<file path="config.mk">
export PLATFORM = sky130hd
export DESIGN_NAME = oc_tick_wait
export DESIGN_NICKNAME = d
export VERILOG_FILES = /design/src/rtl/oc_wait_pkg.sv /design/src/rtl/oc_wait_incr.sv /design/src/rtl/oc_wait_prescaler.sv /design/src/rtl/oc_tick_wait.sv
export SDC_FILE = /design/constraint.sdc
export NUM_CORES = 1
export LEC_CHECK = 0
export BUFFER_PORTS_ARGS = -buffer_cell sky130_fd_sc_hd__buf_4
export CAP_MARGIN = 20
export CORE_MARGIN = 5
export CORE_UTILIZATION = 58
export DETAILED_ROUTE_END_ITERATION = 12
export GPL_TIMING_DRIVEN = 1
export PLACE_DENSITY = 0.8
export SKIP_CTS_REPAIR_TIMING = 1
export SLEW_MARGIN = 20
export SYNTH_ARGS = -nofsm -noshare
export SYNTH_HDL_FRONTEND = slang
export SYNTH_SLANG_ARGS = --single-unit
export TNS_END_PERCENT = 5
</file>
<file path="constraint.sdc">
create_clock -name clk -period 4.7 [get_ports clk]
set_input_delay 0 -clock clk [delete_from_list [all_inputs] [get_ports clk]]
set_output_delay 0 -clock clk [all_outputs]
set_load 0.1 [all_outputs]
</file>
<file path="src/rtl/oc_wait_pkg.sv">
package oc_wait_pkg;

  typedef enum logic {
    ST_IDLE = 1'b0,
    ST_HANG = 1'b1
  } wait_state_e;

  localparam int unsigned TICKS_PER_MINUTE = 1760;

endpackage

</file>
<file path="src/rtl/oc_wait_incr.sv">
// Ones-complement add-one with end-around carry and a zero detector that
// recognises both representations of zero.
module oc_wait_incr #(
  parameter int unsigned W = 18
) (
  input  logic [W-1:0] val,
  output logic [W-1:0] sum,
  output logic         zero_hit
);

  logic [W:0] raw;

  always_comb begin
    raw      = {1'b0, val} + {{W{1'b0}}, 1'b1};
    sum      = raw[W-1:0] + {{(W-1){1'b0}}, raw[W]};
    zero_hit = (sum == '0) || (&sum);
  end

endmodule

</file>
<file path="src/rtl/oc_wait_prescaler.sv">
// Divides a reference enable by DIV; restartable.
module oc_wait_prescaler #(
  parameter int unsigned DIV = 4
) (
  input  logic clk,
  input  logic rst_n,
  input  logic clear,
  input  logic ref_en,
  output logic tick
);

  localparam int unsigned CW = (DIV > 1) ? $clog2(DIV) : 1;
  localparam logic [CW-1:0] LAST = CW'(DIV - 1);

  logic [CW-1:0] cnt_q, cnt_d;
  logic          at_last;

  always_comb begin
    at_last = (cnt_q == LAST);
    tick    = ref_en && at_last && !clear;
    cnt_d   = cnt_q;
    if (clear) begin
      cnt_d = '0;
    end else if (ref_en) begin
      cnt_d = at_last ? '0 : cnt_q + CW'(1);
    end
  end

  always_ff @(posedge clk or negedge rst_n) begin
    if (!rst_n) begin
      cnt_q <= '0;
    end else begin
      cnt_q <= cnt_d;
    end
  end

endmodule

</file>
<file path="src/rtl/oc_tick_wait.sv">
module oc_tick_wait
  import oc_wait_pkg::*;
#(
  parameter int unsigned W           = 18,
  parameter int unsigned REF_PER_MIN = 7040
) (
  input  logic         clk,
  input  logic         rst_n,
  input  logic         req,
  input  logic [W-1:0] req_val,
  input  logic         ref_en,
  output logic         hang,
  output logic         done,
  output logic [W-1:0] result
);

  localparam int unsigned DIV = REF_PER_MIN / TICKS_PER_MINUTE;

  wait_state_e  state_q, state_d;
  logic [W-1:0] count_q, count_d;
  logic [W-1:0] result_q, result_d;
  logic         done_q, done_d;
  logic         accept, tick, op_neg, op_mzero;
  logic [W-1:0] inc_sum;
  logic         inc_zero;

  oc_wait_prescaler #(.DIV(DIV)) u_presc (
    .clk    (clk),
    .rst_n  (rst_n),
    .clear  (accept),
    .ref_en (ref_en),
    .tick   (tick)
  );

  oc_wait_incr #(.W(W)) u_incr (
    .val      (count_q),
    .sum      (inc_sum),
    .zero_hit (inc_zero)
  );

  always_comb begin
    accept   = req && (state_q == ST_IDLE);
    op_neg   = req_val[W-1];
    op_mzero = &req_val;
    state_d  = state_q;
    count_d  = count_q;
    result_d = result_q;
    done_d   = 1'b0;
    case (state_q)
      ST_IDLE: begin
        if (accept) begin
          if (op_neg && !op_mzero) begin
            count_d = req_val;
            state_d = ST_HANG;
          end else begin
            result_d = req_val;
            done_d   = 1'b1;
          end
        end
      end
      ST_HANG: begin
        if (tick) begin
          count_d = inc_sum;
          if (inc_zero) begin
            state_d  = ST_IDLE;
            result_d = '0;
            done_d   = 1'b1;
          end
        end
      end
      default: state_d = ST_IDLE;
    endcase
  end

  always_ff @(posedge clk or negedge rst_n) begin
    if (!rst_n) begin
      state_q  <= ST_IDLE;
      count_q  <= '0;
      result_q <= '0;
      done_q   <= 1'b0;
    end else begin
      state_q  <= state_d;
      count_q  <= count_d;
      result_q <= result_d;
      done_q   <= done_d;
    end
  end

  assign hang   = (state_q == ST_HANG);
  assign done   = done_q;
  assign result = result_q;

endmodule

</file>
* Word level (Yosys, flattened, before mapping)
Cells that the tools add are included.
** Cells by class
- Add/sub/neg operators :: 3
- Equality and inequality tests :: 6
- Mux-type cells :: 22
- Bitwise logic cells :: 1
- Reductions and logical operators :: 13
** Operator list (count)
- $mux 18 :: 7
- $pmux 18 s2 :: 2
- $reduce_and 18->1 :: 2
- $add 18x1->19 const B :: 1
- $add 18x1->18 :: 1
- $logic_not 18->1 :: 1
- $mux 1 :: 8
- $ne 2x1->1 const B :: 4
- $mux 2 :: 3
- $logic_and 1x1->1 :: 4
- $pmux 1 s2 :: 2
- $reduce_and 4->1 :: 1
- $reduce_and 3->1 :: 1
- $add 2x1->2 const B :: 1
- $eq 2x2->1 const B :: 1
- $logic_not 1->1 :: 2
- $ne 2x2->1 const B :: 1
- $reduce_bool 2->1 :: 1
- $logic_or 1x1->1 :: 1
- $not 1->1 :: 1
** Storage, ports and cells
- Register bits :: 40
- Input port bits :: 22
- Output and inout port bits :: 20
- Word-level logic and storage cells :: 50

* Longest topological paths before layout
Gate-level depths: netlist of the first run.
- Depth after elaboration :: 7
- Gate-level depth with buffers :: 18
- Gate-level depth less buffers :: 14

* Cells and area by module
A second synthesis of the first run with hierarchy kept.
** Unflattened totals
- Cell total of the unflattened synthesis :: 315
- Area total of the unflattened synthesis :: 2924.1 um2
** By module, submodules not included
- oc_tick_wait :: instances 1, cells each 162, area each 1840.5 um2, seq. area each 950.9 um2
- oc_wait_incr :: instances 1, cells each 143, area each 975.9 um2, seq. area each 0.0 um2
- oc_wait_prescaler :: instances 1, cells each 10, area each 107.6 um2, seq. area each 50.0 um2

* Worst setup path after synthesis of the first run
OpenSTA, ideal clock, no wires.
- Path type :: register -> register
- From :: reg count_q[1]
- To :: reg result_q[0] (netlist: result[0])
- Library setup time :: 0.122 ns
- Data arrival time :: 3.748 ns
- Required time :: 4.578 ns
- Setup slack :: 0.830 ns
- Stages on the path, launching flop included :: 19
- Buffers on the path :: 4
- Period minus slack after synthesis :: 3.870 ns
- Cell sequence :: dfrtp_1 > ha_1 > buf_4 > and3_1 > buf_2 > nand4_1 > nor2_1 > ha_1 > nor2b_1 > clkbuf_2 > nand2_1 > o31a_1 > or3_1 > nor3b_1 > a211oi_1 > or4_4 > a21oi_4 > buf_6 > nor2_1
** On the way
- Longest elaborated chain between the ends :: 6
- Elaborated cells on any way between the ends :: 7
- Those cells by class :: add/sub (2); eq/ne (1); reduce/logical (4)
** RTL lines
- start: declaration :: line oc_tick_wait.sv:20 : logic [W-1:0] count_q, count_d;
- start signal: assignment :: line oc_tick_wait.sv:83 : count_q <= count_d;
- $add 18x1->19 * :: line oc_wait_incr.sv:14 : raw = {1'b0, val} + {{W{1'b0}}, 1'b1};
- $add 18x1->18 * :: line oc_wait_incr.sv:15 : sum = raw[W-1:0] + {{(W-1){1'b0}}, raw[W]};
- $logic_not 18->1 or $reduce_and 18->1 (tied branches) :: line oc_wait_incr.sv:16 : zero_hit = (sum == '0) || (&sum);
- $logic_or 1x1->1 * :: line oc_wait_incr.sv:16
- $ne 2x1->1 (no line) *
- $reduce_and 4->1 (no line) *
- end signal: assignment :: line oc_tick_wait.sv:84 : result_q <= result_d;
- end: declaration :: line oc_tick_wait.sv:21 : logic [W-1:0] result_q, result_d;
Every way passes the cells marked *; elsewhere a longest branch is shown, timed or not.
A chain may end at the register's enable or synchronous reset.

* Final worst setup path of the first run
- From :: reg count_q[5]
- To :: reg result_q[15] (netlist: result[15])
Same word-level chain as after synthesis.

==> flow_summary.json, run 1 <==
{
  "outcome": "finished with violations",
  "violations": "hold timing",
  "critPathMaxStageDelay_ns": 0.60,
  "cp_max_fo": 19,
  "switching_power_w": 0.000910,
  "yosysMostFrequentCell": "nor2_1",
  "die_width_um": 83.3,
  "reg2reg_setup_slack_ns": 0.30,
  "dp_hpwl_um": 6300,
  "cts_sinks": 40,
  "critPathLaunchType": "register",
  "cp-endpoint": "result[15]",
  "hold_viol_final": 6,
  "synth.net_count": 404,
  "vias": 3067,
  "netlist.area_leader.share": 0.321,
  "synth_cells": 378,
  "ios": 42,
  "synthTopCellsByCount": "nor2_1, dfrtp_1, nand2_1",
  "async_flop_share": 1.00,
  "syn-cell-area_um2": 3120,
  "grt_pass1_vias": 2871,
  "synth_cell_types": 62,
  "p_comb_frac": 0.504,
  "synth_top_cell_by_area": "dfrtp_1",
  "grt_overflow": 0,
  "cts_root_buf": "clkbuf_8",
  "worstSetupPathType": "reg -> reg",
  "num_rows": 26,
  "critPathLaunch": "count_q[5]",
  "grt_pass1_wl_um": 14600,
  "diodes": 0,
  "area.growth.synth_to_final_pct": 15.5,
  "remaining_drc_errors": 0,
  "drt-wirelength-per-cell_um": 18.8,
  "floorplan.die.height_um": 83.3,
  "drv_cap": 0,
  "drive_gt1_frac": 0.171,
  "synth-edff-count": 0,
  "ys_top_cells_by_area": "dfrtp_1, mux2i_1, nor2_1, nand2_1, xnor2_1",
  "period_needed_ns": 4.40,
  "crit_required_ns": 4.87,
  "power_frac_seq": 0.330,
  "cpMostUsedCell": "nand4_1",
  "slowest_stage": "dfrtp_1",
  "power_leakage_nw": 1.49,
  "drt_pass1_iterations": 5,
  "ys_seq_area_frac": 0.321,
  "worst-path-stages": 14,
  "fmax_mhz": 227,
  "fin_crit_sh": 0.935,
  "worstMarginPinSlew_ns": 1.08,
  "cp_cell_sequence": "and4_1 -> nand4_1 -> nor2_1 -> ha_1 -> nor2b_1 -> buf_4 -> nand4_1 -> o31a_1 -> or3_1 -> a31o_2 -> a211oi_1 -> nand4_1 -> a21oi_4 -> nor2_1",
  "dieArea_um2": 6940,
  "cts_tree": "done",
  "clk_latency_ns": 0.30,
  "min-delay-start": "req_val[16]",
  "ff2ff_path_depth": 14,
  "initial_core_util": 0.602,
  "track_usage": 0.254,
  "syn_avg_cell_area_um2": 8.24,
  "skew_ns": 0.00406,
  "rsz0062_at_grt": "no",
  "setup_viol": 0,
  "holdWs_ns": -0.0275,
  "drtIter0Drc": 333,
  "grt_max_degree": 41,
  "nFillCells": 396,
  "max_slew_margin": 0.280,
  "critPathBufInv": 1,
  "drv_slew": 0,
  "end_kind": "register",
  "ir_worst_vdd_mv": 0.402,
  "ys_warn_count": 0,
  "htree_levels": 2,
  "cts_buffer_depth": 2,
  "hp-class": "in -> reg",
  "r2r_start": "count_q[5]",
  "ys_seq_elements": 40,
  "port_buffers": 41,
  "ant_nets": 0,
  "antenna_found_initial": 0,
  "route.final.wire_length_um": 9000,
  "p_per_area_nw_per_um2": 500,
  "r2r_end": "result[15]",
  "path_clk_slew_ns": 0.08,
  "core_area_um2": 5170,
  "place_congestion": 0.908,
  "cts_buffers": 5,
  "cp.arrival_ns": 4.56,
  "final.setup.tns_ns": 0,
  "intPower_w": 0.000887,
  "layout.nets": 434,
  "vias_per_cell": 6.40,
  "crit_family": "simple AND/OR/NAND/NOR gates",
  "clkPwrFrac": 0.165,
  "swShare": 0.506,
  "synth_ff_type": "dfrtp_1"
}
## placed cells by master, fill, tap and decap left out, drive strengths merged, types with 8 or more instances in the layout
cell type and n:
nand3 19, a21oi 24, dlygate4sd3 8, dfrtp 40, xnor2 14, mux2i 28
xor2 8, buf 49, o21ai 18, nor2 44, nand4 14, nand2 38
a31oi 9
## worst min path at each step
stage             endpoint  slack (ns)  depth (start not counted)
6_report        result[16]       -0.03                          3
5_1_grt          result[2]       0.006                          3
4_1_cts        count_q[13]       -0.31                          1
3_5_place_dp    result[10]        0.01                          1
3_3_place_gp    result[10]       0.006                          1
2_1_floorplan   count_q[0]       -0.30                          0
## state kept, by name (all words and copies together), names as in the netlist
signal	cells
u_presc.cnt_q	2
count_q	18
done	1
hang	1
result	18
## through the flow
stage | utilization | total power, W | setup slack, ns | instances | area [um^2]
after floorplan | - | 0.00127 | 0.830 | 378 | 3120
after global placement | 0.657 | 0.00146 | 0.509 | 463 | 3400
after detailed placement | 0.657 | 0.00148 | 0.429 | 463 | 3400
after CTS | 0.679 | 0.00177 | 0.403 | 471 | 3510
after global routing | 0.695 | 0.00189 | 0.00594 | 479 | 3600
final | 0.695 | 0.00180 | 0.303 | 479 | 3600
## power groups by stage
stage	Clock (W)	Sequential, W	Combinational (W)
after floorplan	0	0.000744	0.000529
after global placement	0	0.000588	0.000869
after detailed placement	0	0.000590	0.000886
after CTS	0.000295	0.000585	0.000891
after global routing	0.000309	0.000612	0.000968
final	0.000297	0.000594	0.000906
## layer usage
| layer | wire (um) | vias up | part of all wire | track usage |
|---|---|---|---|---|
| li1 | - | 1422 | - | - |
| met1 | 3810 | 1453 | 0.42 | 0.342 |
| met2 | 4360 | 175 | 0.48 | 0.427 |
| met3 | 692 | 17 | 0.077 | 0.0317 |
| met4 | 136 | 0 | 0.015 | 0.0728 |
| met5 | 0 | - | 0 | 0 |
## kinds of logic (layout without fill, tap and decap cells)
family | after synthesis | after routing | share of synthesized area
AO/OA/AOI/OAI | 83 | 83 | 0.171
buffers and inverters | 41 | 72 | 0.0639
XOR/XNOR | 22 | 22 | 0.0618
AND/OR/NAND/NOR | 160 | 160 | 0.276
multiplexers | 28 | 28 | 0.0900
flip-flops | 40 | 40 | 0.321
adder cells (fa/ha/maj) | 4 | 4 | 0.0161
## tightest hold or removal path, stage by stage
cell	delay [ns]
buf_4	0.10
mux2i_1	0.06
nor2_1	0.08
## layout make-up
cell class                 instances  area, um^2  area share
multi-input combinational        297        1920       0.535
inverter                           7        26.3     0.00730
clock inverter                     3        42.5      0.0118
clock buffer                       5        68.8      0.0191
timing repair buffer              57         448       0.125
tap                               70        87.6      0.0243
sequential                        40        1000       0.278
(Power assumes the default switching activity.)
==> run 2: changes to the inputs <==
ABC_AREA = 1   (was not set)
SYNTH_HIERARCHICAL = 1   (was not set)
==> run 2 against run 1 <==
The run now ends clean. Hold slack improved by 0.028 ns. Sequential cell count did not move. Largest cell class unchanged. Clock skew grew 0.0029 ns. Critical path type unchanged. Power up 26%. Critical path depth increased by 11. Via count up 16%. Sequential power increased by 5.1%. Clock power fell by 15%. Utilization fell by 1.5 points.
==> flow_summary.json, run 2 <==
{
  "worstMarginPinSlew_ns": 0.700,
  "synth_cells": 530,
  "ios": 42,
  "track_usage": 0.263,
  "end_kind": "register",
  "drt-wirelength-per-cell_um": 14.8,
  "dp_hpwl_um": 7540,
  "area.growth.synth_to_final_pct": 12.1,
  "drv_cap": 0,
  "power_leakage_nw": 2.04,
  "grt_overflow": 0,
  "instances_no_fill": 641,
  "die_width_um": 86.6,
  "power_w": 0.00226,
  "fmax_mhz": 240,
  "setup_viol": 0,
  "cts_sinks": 40,
  "rsz0062_at_grt": "no",
  "antenna_found_initial": 0,
  "layout.nets": 595,
  "hp-class": "in -> reg",
  "fin_util": 0.680,
  "syn_avg_cell_area_um2": 6.42,
  "fin_crit_sh": 0.886,
  "p_per_area_nw_per_um2": 593,
  "initial_core_util": 0.607,
  "netlist.area_leader.share": 0.294,
  "synth.net_count": 556,
  "final_common_cell": "nand2_1",
  "ys_warn_count": 6,
  "period_needed_ns": 4.17,
  "holdWs_ns": 0.000465,
  "cts_root_buf": "clkbuf_8",
  "remaining_drc_errors": 0,
  "ys_top_cells_by_area": "dfrtp_1, nand2_1, nand3_1, o21ai_2, nor2_1",
  "port_buffers": 41,
  "async_flop_share": 1.00,
  "min-delay-start": "req_val[11]",
  "final_cell_mix": "nand2_1, nand3_1, buf_4",
  "num_rows": 27,
  "critPathLaunchType": "register",
  "cts_buffers": 5,
  "hold_end": "result[11]",
  "r2r_end": "result[5]",
  "hold_depth": 3,
  "grt_max_degree": 41,
  "vias_per_cell": 5.54,
  "outcome": "finished, final reports clean",
  "dieArea_um2": 7500,
  "dp.cells": 632,
  "place_congestion": 0.999,
  "crit_required_ns": 4.87,
  "drtIter0Drc": 297,
  "cp.arrival_ns": 4.34,
  "ff2ff_path_depth": 25,
  "cp_max_fo": 37,
  "synth_top_cell_by_area": "dfrtp_1",
  "max_slew_margin": 0.533,
  "htree_levels": 2,
  "clk_latency_ns": 0.30,
  "core_area_um2": 5610,
  "synth_ff_type": "dfrtp_1",
  "synth-edff-count": 0,
  "cts_tree": "done",
  "route.final.wire_length_um": 9470,
  "ant_nets": 0,
  "ys_seq_elements": 40,
  "drive_gt1_frac": 0.218,
  "synth_cell_types": 26,
  "synthTopCellsByCount": "nand2_1, nand3_1, dfrtp_1, nor2_1, inv_1",
  "skew_ns": 0.00692,
  "floorplan.die.height_um": 86.6,
  "cts_buffer_depth": 2,
  "vias": 3553,
  "worstSetupPathType": "reg -> reg",
  "path_clk_slew_ns": 0.08,
  "r2r_start": "count_q[0]",
  "ir_worst_vdd_mv": 0.541,
  "drv_slew": 0,
  "hold_viol_final": 0,
  "drt_pass1_iterations": 5,
  "syn-cell-area_um2": 3400,
  "grt_pass1_vias": 3272,
  "diodes": 0,
  "yosysMostFrequentCell": "nand2_1",
  "reg2reg_setup_slack_ns": 0.53,
  "final.setup.tns_ns": 0,
  "grt_pass1_wl_um": 15700,
  "ys_seq_area_frac": 0.294
}
[run 2: metrics by stage]
stage | cell area [um^2] | setup slack [ns]
after floorplan | 3400 | 1.42
after CTS | 3790 | 0.625
final | 3810 | 0.534
after global routing | 3810 | 0.207
after detailed placement | 3700 | 0.648
after global placement | 3700 | 0.791
[run 2: power by group]
group          internal [W]  switching, W  total (W)  leakage (nW)
registers          0.000472      0.000152   0.000624         0.530
clock network      0.000131      0.000120   0.000251        0.0503
logic              0.000336       0.00105    0.00139          1.46
[run 2: cell type report]
cell class,count,area [um^2]
tap,72,90.1
multi-input combinational,434,2130
fill,522,1790
timing repair buffer,43,328
clock buffer,7,96.3
inverter,45,169
sequential,40,1000
[run 2: cell families after synthesis]
group / count (synthesis) / share of synthesized area
xor+xnor: 1 / 0.00257
flops: 40 / 0.294
fa+ha+maj: 4 / 0.0147
buf+inv: 56 / 0.0794
simple gates: 405 / 0.552
compound gates: 24 / 0.0570
[run 2: worst max-delay path by stage]
stage | from | to | slack (ns)
6_report | count_q[0] | result[5] | 0.53
5_1_grt | count_q[0] | result[16] | 0.21
4_1_cts | count_q[0] | result[5] | 0.62
3_5_place_dp | count_q[0] | result[5] | 0.65
3_3_place_gp | count_q[1] | result[0] | 0.79
2_1_floorplan | count_q[0] | result[1] | 1.42
[run 2: worst max-delay path: stages, from the launching register on]
cell	delay [ns]
dfrtp_1	0.46
ha_1	0.25
nand2_2	0.11
nor2_4	0.18
nand2_1	0.09
inv_1	0.12
nand2_1	0.10
nor2_1	0.13
ha_1	0.25
nand2_1	0.11
nor2_2	0.23
nand3_2	0.14
nor2_1	0.25
nand2_1	0.15
nor2_1	0.16
nand3_1	0.09
nand2_1	0.10
nand2_1	0.06
nor2_1	0.13
nand2_1	0.07
nand2_1	0.06
nand2_1	0.08
o21ai_2	0.19
nand2_4	0.29
nand2_1	0.18
o21ai_2	0.06
[run 2: per-layer routing]
layer | share of wire | up-vias | track usage
met1 | 0.42 | 1624 | 0.350
li1 | - | 1748 | -
met5 | 0 | - | 0
met3 | 0.079 | 23 | 0.0570
met4 | 0.025 | 0 | 0.0807
met2 | 0.47 | 158 | 0.428
